[config.mk]
export PLATFORM = sky130hd
export DESIGN_NAME = mctg_unit
export DESIGN_NICKNAME = d
export VERILOG_FILES = /design/src/rtl/mctg_pkg.sv /design/src/rtl/mctg_axis_warp.sv /design/src/rtl/mctg_ref_banks.sv /design/src/rtl/mctg_blend.sv /design/src/rtl/mctg_unit.sv
export SDC_FILE = /design/constraint.sdc
export NUM_CORES = 2
export LEC_CHECK = 0
export ABC_CLOCK_PERIOD_IN_PS = 7400
export BUFFER_PORTS_ARGS = -buffer_cell sky130_fd_sc_hd__buf_4
export CAP_MARGIN = 20
export CELL_PAD_IN_SITES_DETAIL_PLACEMENT = 0
export CELL_PAD_IN_SITES_GLOBAL_PLACEMENT = 2
export CORE_AREA = 2 2 662 664
export DETAILED_ROUTE_END_ITERATION = 10
export DIE_AREA = 0 0 664 666
export PLACE_DENSITY_LB_ADDON = 0.1
export SLEW_MARGIN = 20
export SYNTH_ARGS = -nofsm -noshare
export SYNTH_HDL_FRONTEND = slang
export SYNTH_SLANG_ARGS = --single-unit
[constraint.sdc]
create_clock -name clk -period 7.4 [get_ports clk]
set_input_delay 1.11 -clock clk [delete_from_list [all_inputs] [get_ports clk]]
set_output_delay 1.11 -clock clk [all_outputs]
set_load 0.02 [all_outputs]
[src/rtl/mctg_pkg.sv]
package mctg_pkg;
  typedef enum logic {
    TGT_CUR = 1'b0,
    TGT_REF = 1'b1
  } ld_tgt_e;
endpackage

[src/rtl/mctg_axis_warp.sv]
module mctg_axis_warp #(
  parameter int N      = 16,
  parameter int PW     = 4,
  parameter int DISP_W = 10,
  parameter int FRAC   = 4
) (
  input  logic [PW-1:0]            pos,
  input  logic signed [DISP_W-1:0] disp,
  output logic [PW-1:0]            base,
  output logic [FRAC:0]            wt
);
  localparam int CW  = DISP_W + PW + 2;
  localparam int LIM = (N - 1) * (1 << FRAC);
  localparam logic signed [CW-1:0] LIM_S = CW'(LIM);

  logic signed [CW-1:0] pos_s;
  logic signed [CW-1:0] disp_s;
  logic signed [CW-1:0] crd;

  always_comb begin
    pos_s  = $signed({{(CW-PW-FRAC){1'b0}}, pos, {FRAC{1'b0}}});
    disp_s = $signed({{(CW-DISP_W){disp[DISP_W-1]}}, disp});
    crd    = pos_s + disp_s;
    if (crd[CW-1]) begin
      base = '0;
      wt   = '0;
    end else if (crd >= LIM_S) begin
      base = PW'(N - 2);
      wt   = (FRAC+1)'(1 << FRAC);
    end else begin
      base = crd[FRAC+PW-1:FRAC];
      wt   = {1'b0, crd[FRAC-1:0]};
    end
  end
endmodule

[src/rtl/mctg_ref_banks.sv]
module mctg_ref_banks #(
  parameter int W     = 16,
  parameter int H     = 16,
  parameter int PIX_W = 8
) (
  input  logic                    clk,
  input  logic                    wr_en,
  input  logic [$clog2(W)-1:0]    wr_x,
  input  logic [$clog2(H)-1:0]    wr_y,
  input  logic [PIX_W-1:0]        wr_data,
  input  logic                    rd_en,
  input  logic [$clog2(W)-1:0]    rd_x0,
  input  logic [$clog2(H)-1:0]    rd_y0,
  output logic [PIX_W-1:0]        p00,
  output logic [PIX_W-1:0]        p01,
  output logic [PIX_W-1:0]        p10,
  output logic [PIX_W-1:0]        p11
);
  localparam int XW   = $clog2(W);
  localparam int YW   = $clog2(H);
  localparam int BW   = W / 2;
  localparam int BH   = H / 2;
  localparam int BD   = BW * BH;
  localparam int BA_W = (BD > 1) ? $clog2(BD) : 1;

  logic [1:0]      wr_bank;
  logic [BA_W-1:0] wr_addr;
  logic [1:0]      par_q;
  logic [PIX_W-1:0] bank_q [4];

  assign wr_bank = {wr_y[0], wr_x[0]};
  assign wr_addr = BA_W'(wr_y >> 1) * BA_W'(BW) + BA_W'(wr_x >> 1);

  always_ff @(posedge clk) begin
    if (rd_en) par_q <= {rd_y0[0], rd_x0[0]};
  end

  for (genvar b = 0; b < 4; b++) begin : g_bank
    localparam int RP = b / 2;
    localparam int CP = b % 2;
    logic [PIX_W-1:0] mem [BD];
    logic [XW-1:0]    col;
    logic [YW-1:0]    row;
    logic [BA_W-1:0]  ra;
    logic [PIX_W-1:0] q;

    always_comb begin
      col = (rd_x0[0] == 1'(CP)) ? rd_x0 : rd_x0 + 1'b1;
      row = (rd_y0[0] == 1'(RP)) ? rd_y0 : rd_y0 + 1'b1;
      ra  = BA_W'(row >> 1) * BA_W'(BW) + BA_W'(col >> 1);
    end

    always_ff @(posedge clk) begin
      if (wr_en && wr_bank == 2'(b)) mem[wr_addr] <= wr_data;
      if (rd_en) q <= mem[ra];
    end

    assign bank_q[b] = q;
  end

  assign p00 = bank_q[par_q];
  assign p01 = bank_q[{par_q[1], ~par_q[0]}];
  assign p10 = bank_q[{~par_q[1], par_q[0]}];
  assign p11 = bank_q[~par_q];
endmodule

[src/rtl/mctg_blend.sv]
module mctg_blend #(
  parameter int PIX_W = 8,
  parameter int FRAC  = 4
) (
  input  logic                          clk,
  input  logic                          rst_n,
  input  logic                          en,
  input  logic [PIX_W-1:0]              p00,
  input  logic [PIX_W-1:0]              p01,
  input  logic [PIX_W-1:0]              p10,
  input  logic [PIX_W-1:0]              p11,
  input  logic [FRAC:0]                 wx,
  input  logic [FRAC:0]                 wy,
  input  logic [PIX_W-1:0]              cur,
  output logic signed [PIX_W+FRAC:0]    it
);
  localparam int WT_W = FRAC + 1;
  localparam int HW   = PIX_W + FRAC;
  localparam int FW   = PIX_W + 2 * FRAC;
  localparam int IW   = PIX_W + FRAC + 1;
  localparam int ONE  = 1 << FRAC;

  logic [WT_W-1:0]  iwx, iwy;
  logic [HW-1:0]    h_top, h_bot, top_q, bot_q;
  logic [WT_W-1:0]  wy_q;
  logic [PIX_W-1:0] cur_q;
  logic [FW-1:0]    full;
  logic [FW:0]      rnd;
  logic [IW-1:0]    pred;
  logic signed [IW-1:0] it_d;

  always_comb begin
    iwx   = WT_W'(ONE) - wx;
    h_top = HW'(p00) * HW'(iwx) + HW'(p01) * HW'(wx);
    h_bot = HW'(p10) * HW'(iwx) + HW'(p11) * HW'(wx);
  end

  always_ff @(posedge clk or negedge rst_n) begin
    if (!rst_n) begin
      top_q <= '0;
      bot_q <= '0;
      wy_q  <= '0;
      cur_q <= '0;
    end else if (en) begin
      top_q <= h_top;
      bot_q <= h_bot;
      wy_q  <= wy;
      cur_q <= cur;
    end
  end

  always_comb begin
    iwy  = WT_W'(ONE) - wy_q;
    full = FW'(top_q) * FW'(iwy) + FW'(bot_q) * FW'(wy_q);
    rnd  = (FW+1)'(full) + (FW+1)'(ONE / 2);
    pred = rnd[FW:FRAC];
    it_d = $signed({1'b0, cur_q, {FRAC{1'b0}}}) - $signed(pred);
  end

  always_ff @(posedge clk or negedge rst_n) begin
    if (!rst_n)  it <= '0;
    else if (en) it <= it_d;
  end
endmodule

[src/rtl/mctg_unit.sv]
module mctg_unit
  import mctg_pkg::*;
#(
  parameter int IMG_W  = 16,
  parameter int IMG_H  = 16,
  parameter int PIX_W  = 8,
  parameter int FRAC   = 4,
  parameter int DISP_W = 10,
  localparam int XW    = $clog2(IMG_W),
  localparam int YW    = $clog2(IMG_H),
  localparam int IT_W  = PIX_W + FRAC + 1
) (
  input  logic                     clk,
  input  logic                     rst_n,
  input  logic                     ld_en,
  input  logic                     ld_sel,
  input  logic [XW-1:0]            ld_x,
  input  logic [YW-1:0]            ld_y,
  input  logic [PIX_W-1:0]         ld_data,
  input  logic                     in_valid,
  output logic                     in_ready,
  input  logic [XW-1:0]            in_x,
  input  logic [YW-1:0]            in_y,
  input  logic signed [DISP_W-1:0] in_u,
  input  logic signed [DISP_W-1:0] in_v,
  output logic                     out_valid,
  input  logic                     out_ready,
  output logic signed [IT_W-1:0]   out_it,
  output logic [XW-1:0]            out_x,
  output logic [YW-1:0]            out_y
);
  localparam int WT_W = FRAC + 1;
  localparam int CA_W = $clog2(IMG_W * IMG_H);

  logic adv;
  assign adv      = !(out_valid && !out_ready);
  assign in_ready = adv;

  // stage 0: warp and clamp each axis
  logic [XW-1:0]   bx;
  logic [YW-1:0]   by;
  logic [WT_W-1:0] wx, wy;

  mctg_axis_warp #(.N(IMG_W), .PW(XW), .DISP_W(DISP_W), .FRAC(FRAC)) u_warp_x (
    .pos(in_x), .disp(in_u), .base(bx), .wt(wx)
  );
  mctg_axis_warp #(.N(IMG_H), .PW(YW), .DISP_W(DISP_W), .FRAC(FRAC)) u_warp_y (
    .pos(in_y), .disp(in_v), .base(by), .wt(wy)
  );

  // stage 1 registers
  logic            s1_v;
  logic [XW-1:0]   s1_bx, s1_x;
  logic [YW-1:0]   s1_by, s1_y;
  logic [WT_W-1:0] s1_wx, s1_wy;

  always_ff @(posedge clk or negedge rst_n) begin
    if (!rst_n) begin
      s1_v  <= 1'b0;
      s1_bx <= '0;
      s1_by <= '0;
      s1_x  <= '0;
      s1_y  <= '0;
      s1_wx <= '0;
      s1_wy <= '0;
    end else if (adv) begin
      s1_v  <= in_valid;
      s1_bx <= bx;
      s1_by <= by;
      s1_x  <= in_x;
      s1_y  <= in_y;
      s1_wx <= wx;
      s1_wy <= wy;
    end
  end

  // stage 2: parallel neighbourhood fetch and current pixel read
  logic [PIX_W-1:0] p00, p01, p10, p11;
  logic [PIX_W-1:0] cur_mem [IMG_W*IMG_H];
  logic [PIX_W-1:0] cur_q;
  logic [CA_W-1:0]  cur_wa, cur_ra;

  mctg_ref_banks #(.W(IMG_W), .H(IMG_H), .PIX_W(PIX_W)) u_ref (
    .clk     (clk),
    .wr_en   (ld_en && (ld_sel == TGT_REF)),
    .wr_x    (ld_x),
    .wr_y    (ld_y),
    .wr_data (ld_data),
    .rd_en   (adv),
    .rd_x0   (s1_bx),
    .rd_y0   (s1_by),
    .p00     (p00),
    .p01     (p01),
    .p10     (p10),
    .p11     (p11)
  );

  assign cur_wa = CA_W'(ld_y) * CA_W'(IMG_W) + CA_W'(ld_x);
  assign cur_ra = CA_W'(s1_y) * CA_W'(IMG_W) + CA_W'(s1_x);

  always_ff @(posedge clk) begin
    if (ld_en && (ld_sel == TGT_CUR)) cur_mem[cur_wa] <= ld_data;
    if (adv) cur_q <= cur_mem[cur_ra];
  end

  logic            s2_v, s3_v, s4_v;
  logic [XW-1:0]   s2_x, s3_x, s4_x;
  logic [YW-1:0]   s2_y, s3_y, s4_y;
  logic [WT_W-1:0] s2_wx, s2_wy;

  always_ff @(posedge clk or negedge rst_n) begin
    if (!rst_n) begin
      s2_v <= 1'b0; s3_v <= 1'b0; s4_v <= 1'b0;
      s2_x <= '0;   s3_x <= '0;   s4_x <= '0;
      s2_y <= '0;   s3_y <= '0;   s4_y <= '0;
      s2_wx <= '0;  s2_wy <= '0;
    end else if (adv) begin
      s2_v <= s1_v; s2_x <= s1_x; s2_y <= s1_y;
      s2_wx <= s1_wx; s2_wy <= s1_wy;
      s3_v <= s2_v; s3_x <= s2_x; s3_y <= s2_y;
      s4_v <= s3_v; s4_x <= s3_x; s4_y <= s3_y;
    end
  end

  // stages 3 and 4: bilinear blend and difference
  mctg_blend #(.PIX_W(PIX_W), .FRAC(FRAC)) u_blend (
    .clk   (clk),
    .rst_n (rst_n),
    .en    (adv),
    .p00   (p00),
    .p01   (p01),
    .p10   (p10),
    .p11   (p11),
    .wx    (s2_wx),
    .wy    (s2_wy),
    .cur   (cur_q),
    .it    (out_it)
  );

  assign out_valid = s4_v;
  assign out_x     = s4_x;
  assign out_y     = s4_y;
endmodule

* Word level (Yosys, flattened, before mapping)
Memory sizes are Yosys's and may differ from the RTL's. A register that Yosys moved wholly into a read port is not among the register bits.
Cells that the tools add are included.
** Word-level totals
- Bits in registers :: 116
- Bits in writable memories :: 4096
- Word-level logic and storage cells :: 119
- Memories kept :: 5
** Memory list
- cur_mem :: words 256, width 8, read ports 1, clocked after memory_dff 1, wr ports 1, RTL line mctg_unit.sv:79 : logic [PIX_W-1:0] cur_mem [IMG_W*IMG_H];
- u_ref.g_bank[0].mem :: words 64, width 8, read ports 1, clocked after memory_dff 1, wr ports 1, RTL line mctg_ref_banks.sv:41 : logic [PIX_W-1:0] mem [BD];
- u_ref.g_bank[1].mem :: words 64, width 8, read ports 1, clocked after memory_dff 1, wr ports 1, RTL line mctg_ref_banks.sv:41
- u_ref.g_bank[2].mem :: words 64, width 8, read ports 1, clocked after memory_dff 1, wr ports 1, RTL line mctg_ref_banks.sv:41
- u_ref.g_bank[3].mem :: words 64, width 8, read ports 1, clocked after memory_dff 1, wr ports 1, RTL line mctg_ref_banks.sv:41
** Cells by class
- $add $sub $neg :: 18
- Multipliers :: 6
- $lt $le $gt $ge :: 6
- Equal/unequal tests :: 3
- Muxes and demuxes :: 34
- Bitwise gates (word level) :: 8
- Reduce and logical (&&, ||, !) cells :: 15
** Operator list (count)
- $bmux 8 s2 :: 4
- $mux 8 :: 8
- $mul 8x5->12 :: 4
- $ge 16x9->1 const B :: 2
- $mul 12x5->16 :: 2
- $mux 4 :: 8
- $add 6x3->6 :: 5
- $add 12x12->12 :: 2
- $add 9x10->11 :: 2
- $mux 5 :: 4
- $add 16x4->17 const B :: 1
- $add 16x16->16 :: 1
- $add 8x4->8 :: 2
- $sub 13x13->13 :: 1
- $ge 3x3->1 const B :: 4
- $not 2->3 :: 4
- $mux 1 :: 10
- $sub 5x5->5 const A :: 2
- $add 4x1->4 const B :: 2
- $logic_and 1x1->1 :: 7
- $logic_not 1->1 :: 7
- $eq 2x2->1 const B :: 2
- $not 1->1 :: 3
- $eq 2x1->1 const B :: 1
- 2 further kinds :: 2

* Depth between registers and ports, before layout
- Depth after elaboration :: 7
- Depth in mapped cells :: 32
- Depth with buffers taken out :: 31

* Cells and area by module
Synthesis repeated with hierarchy kept, for this count alone.
** Second synthesis, totals
- Cell total of the unflattened synthesis :: 9639
- Area, all modules :: 177163.7 um^2
** Modules (own cells, without submodules)
- mctg_ref_banks :: instances 1, cells each 4629, area each 83476.3 um^2, sequential area each 62520.0 um^2
- mctg_unit :: instances 1, cells each 3776, area each 82168.8 um^2, sequential area each 63340.7 um^2
- mctg_blend :: instances 1, cells each 1166, area each 10915.5 um^2, sequential area each 1251.2 um^2
- mctg_axis_warp :: instances 2, cells each 34, area each 301.5 um^2, sequential area each 0.0 um^2

* Worst setup path after synthesis
Ideal clock, no wire load.
- Kind :: flip-flop to flip-flop
- From :: register u_blend.wy_q[0]
- To :: register u_blend.it[11]
- Library setup time :: 0.094 ns
- Arrival time :: 7.423 ns
- Required time :: 7.306 ns
- Slack :: -0.117 ns
- Stages on the path, launching flop included :: 29
- Path buffers :: 1
- Clock period less this slack :: 7.517 ns
- Cell sequence :: dfrtp_1 inv_1 ha_1 xnor2_1 clkbuf_1 nand2_1 fa_1 fa_1 fa_1 fa_1 inv_1 fa_1 ha_1 and3_1 a211o_1 and4_1 a211oi_2 a211oi_1 and3_1 a21o_1 a222oi_1 xor2_1 ha_1 o21a_1 o21ai_0 a21oi_1 or2_2 and4_1 a211oi_1
** Between the ends
- Longest elaborated chain between the ends :: 5
- Elaborated cells on any way between the ends :: 6
- Those cells by class :: 4 x add/sub; 2 x mul
** Ends and longest elaborated chain
- start, declared :: RTL line mctg_blend.sv:25 : logic [WT_W-1:0] wy_q;
- start signal, assigned :: RTL line mctg_blend.sv:47 : wy_q <= wy;
- $sub 5x5->5 :: RTL line mctg_blend.sv:53 : iwy = WT_W'(ONE) - wy_q;
- $mul 12x5->16 :: RTL line mctg_blend.sv:54 : full = FW'(top_q) * FW'(iwy) + FW'(bot_q) * FW'(wy_q);
- $add 16x16->16 (*) :: RTL line mctg_blend.sv:54
- $add 16x4->17 (*) :: RTL line mctg_blend.sv:55 : rnd = (FW+1)'(full) + (FW+1)'(ONE / 2);
- $sub 13x13->13 (*) :: RTL line mctg_blend.sv:57 : it_d = $signed({1'b0, cur_q, {FRAC{1'b0}}}) - $signed(pred);
- end signal, assigned :: RTL line mctg_blend.sv:62 : else if (en) it <= it_d;
- end, declared :: RTL line mctg_blend.sv:15 : output logic signed [PIX_W+FRAC:0] it
Every way passes the cells marked *; elsewhere a longest branch is shown, timed or not.
A chain may end at the register's enable or synchronous reset.

* Worst setup path in the final report
- From :: register u_blend.wy_q[0]
- To :: register u_blend.it[12]
The elaborated chain is that of the path after synthesis.

==> impl_metrics.ini <==
[routing]
dr.pass1.iters = 8
dr.first_iter.drc_count = 7372
wl_per_cell_um = 31.2
vias = 81000
wirelength_mm = 455
vias_per_cell = 5.54
drc_errors = 0
ant_nets = 0

[pwr]
cellPowerDensity_mw_per_mm2 = 389
max-vdd-ir-drop_mv = 0.690
total_leakage_power_nw = 62.5

[logic_synthesis]
ys_seq_area_share_pct = 73.3
synth_edf_count = 4138
synth_area_mm2 = 0.173
syn-num-nets = 8509
yosys_most_used_dff = edfxtp_1
yosysWarnings = 0
synth_cells = 8151
synthArstFlopShare_pct = 2.68
ys_ff_latch = 4252
avgSynthCellArea_um2 = 21.3
synth_cell_types = 69

[min_path]
hp-class = in -> async

[worst_setup_path]
crit_family = adder cells
cp.arrival_ns = 8.02
cp_max_fo = 8
required_ns = 8.24
path_buf_inv = 6
critPathSlowestCell = fa_2
critPathCaptureType = flop
cpMostUsedCell = inv_2
path_class = reg -> reg
crit_path_max_incr_delay_ns = 0.57
worstSetupStartpointType = flop

[timing]
post-route-period-util_pct = 97.1
fin_crit_ns = 7.18
hold_viol_final = 0
tightest_slew_ns = 1.11
max_freq_mhz = 139
grt_setup_unrepaired = yes
setup_tns_ns = 0
maxSlewViolCount = 0
slew_headroom_pct = 26.0
clock_skew_ns = 0.0769
finalSetupViolCount = 0

[final_layout]
nets = 8838
drive_gt1_share_pct = 27.4
final_common_cell = edfxtp_1
area_growth_pct = 13.6
fin_area_mm2 = 0.197
final_cell_mix = 4138 x edfxtp_1, 1374 x mux4_2, 583 x nor2_1

[run_status]
status = finished, final reports clean

[floorplan]
core_mm2 = 0.436
dieArea_mm2 = 0.442
io_pins = 73
num_rows = 243
die_x_um = 664
die_h_um = 666
start_util_pct = 39.8

[place]
placed_area_mm2 = 0.182
gp_congestion = 0.757
dp_hpwl_mm = 282
io_buffers = 72

[cts]
clockBufferDepth = 4
cts_tree = built
cts_made_buffers = 455
clkLatencyLatePin_ns = 1.00
path_clk_slew_ns = 0.07
root_buffer = clkbuf_16
clock-sinks = 4252
hold_buffers = 0
cts-htree-levels = 5

[global_route]
antenna_found_initial = 32
grt_pass1_wl_mm = 651
overflow = 0
grt_max_degree = 185
grt_pass1_vias = 85000
groute.usage.overall_pct = 20.5

[run]
cap_violations = 0
[per-layer routing]
layer	vias up	routed length, um	GRT usage (%)
met5	-	36	0
met4	8	9630	4.24
met1	44600	196000	28.6
li1	33900	-	-
met2	1982	227000	34.5
met3	509	23100	3.16
[sequential cells by signal (all words and copies together) (netlist names), 4 cells and up]
register,cells
u_ref.g_bank.q,32
s2_x,4
s1_wx,5
u_blend.top_q,12
s1_wy,5
s1_x,4
u_blend.it,13
cur_q,8
s1_bx,4
u_blend.cur_q,8
s1_by,4
u_ref.g_bank.mem,2048
u_blend.bot_q,12
cur_mem,2048
out_y,4
out_x,4
s1_y,4
u_blend.wy_q,5
s3_x,4
s2_wy,5
s2_y,4
s2_wx,5
s3_y,4
[cells by family after synthesis]
group / Yosys count / share of synthesized area, %
AOI/OAI and AO/OA: 171 / 0.643
xor gates and xnor gates: 81 / 0.417
adders and majority gates: 308 / 3.04
buffers and inverters: 665 / 1.48
DFF: 4252 / 73.3
muxes: 1390 / 17.9
and+or+nand+nor: 1284 / 3.15
[metrics by stage]
step	worst slack [ns]	cells	total power [mW]	util, %	hold slack [ns]
global route	-0.204	14600	80.7	45.2	0.148
global placement	-0.442	13800	54.5	41.7	0.443
floorplan	0.0104	8151	44.7	-	0.422
finish	0.218	14600	76.5	45.2	0.146
detailed placement	-0.361	13800	54.4	41.7	0.452
CTS	0.0158	14600	77.1	45.1	0.0974
[report_power, final]
part,internal (mW),switching [mW],leakage [nW]
combinational,12.5,14.1,16.8
clock,12.8,9.45,7.02
sequential,27.0,0.676,38.6
total,52.2,24.3,62.5
[timing repair]
action                     4_1_cts  5_1_grt
setup buffers                    3       12
pin swaps                       19       51
setup endpoints to repair        7        7
resized for setup               43       55
[path summary, 6_finish.rpt]
path / from / endpoint / slack (ns) / cells after the start
max in group asynchronous: rst_n / u_blend.bot_q[7] / 5.98 / 2
setup reg to reg: u_blend.wy_q[0] / u_blend.it[12] / 0.22 / 30
min in group clk: in_valid / s1_v / 0.35 / 3
hold reg to reg: cur_q[5] / u_blend.cur_q[5] / 0.47 / 2
setup / recovery: u_blend.wy_q[0] / u_blend.it[12] / 0.22 / 30
hold / removal: rst_n / u_blend.it[1] / 0.15 / 1
[cells in the mapped netlist, types with 6 or more instances]
cell | instances | share of area [%]
nor2b_1 | 18 | 0.065
a21oi_1 | 50 | 0.14
buf_1 | 73 | 0.16
and2_1 | 132 | 0.48
nand3_1 | 19 | 0.055
nor3_1 | 15 | 0.043
inv_1 | 235 | 0.51
xor2_1 | 25 | 0.13
a21o_1 | 17 | 0.074
clkbuf_1 | 307 | 0.66
a22o_1 | 8 | 0.040
o21a_1 | 6 | 0.026
dfrtp_1 | 114 | 1.6
fa_1 | 189 | 2.2
nor2_1 | 590 | 1.3
or2_2 | 9 | 0.032
mux2i_1 | 11 | 0.064
mux4_2 | 1374 | 18
xnor2_1 | 55 | 0.28
nor3b_1 | 15 | 0.065
o21bai_1 | 9 | 0.039
buf_2 | 49 | 0.14
edfxtp_1 | 4138 | 72
o21ai_0 | 42 | 0.12
nand2_1 | 446 | 0.97
ha_1 | 119 | 0.86
[layout make-up]
| type | instances | area [um2] |
|---|---|---|
| Antenna cell | 5 | 12.5 |
| Inverter | 236 | 891 |
| Clock buffer | 579 | 12000 |
| Timing Repair Buffer | 301 | 2910 |
| Tap cell | 5757 | 7200 |
| Fill cell | 36900 | 239000 |
| Clock inverter | 257 | 2410 |
| Multi-Input combinational cell | 3234 | 44300 |
| Sequential cell | 4252 | 127000 |
Power figures use the tool's default switching activity.
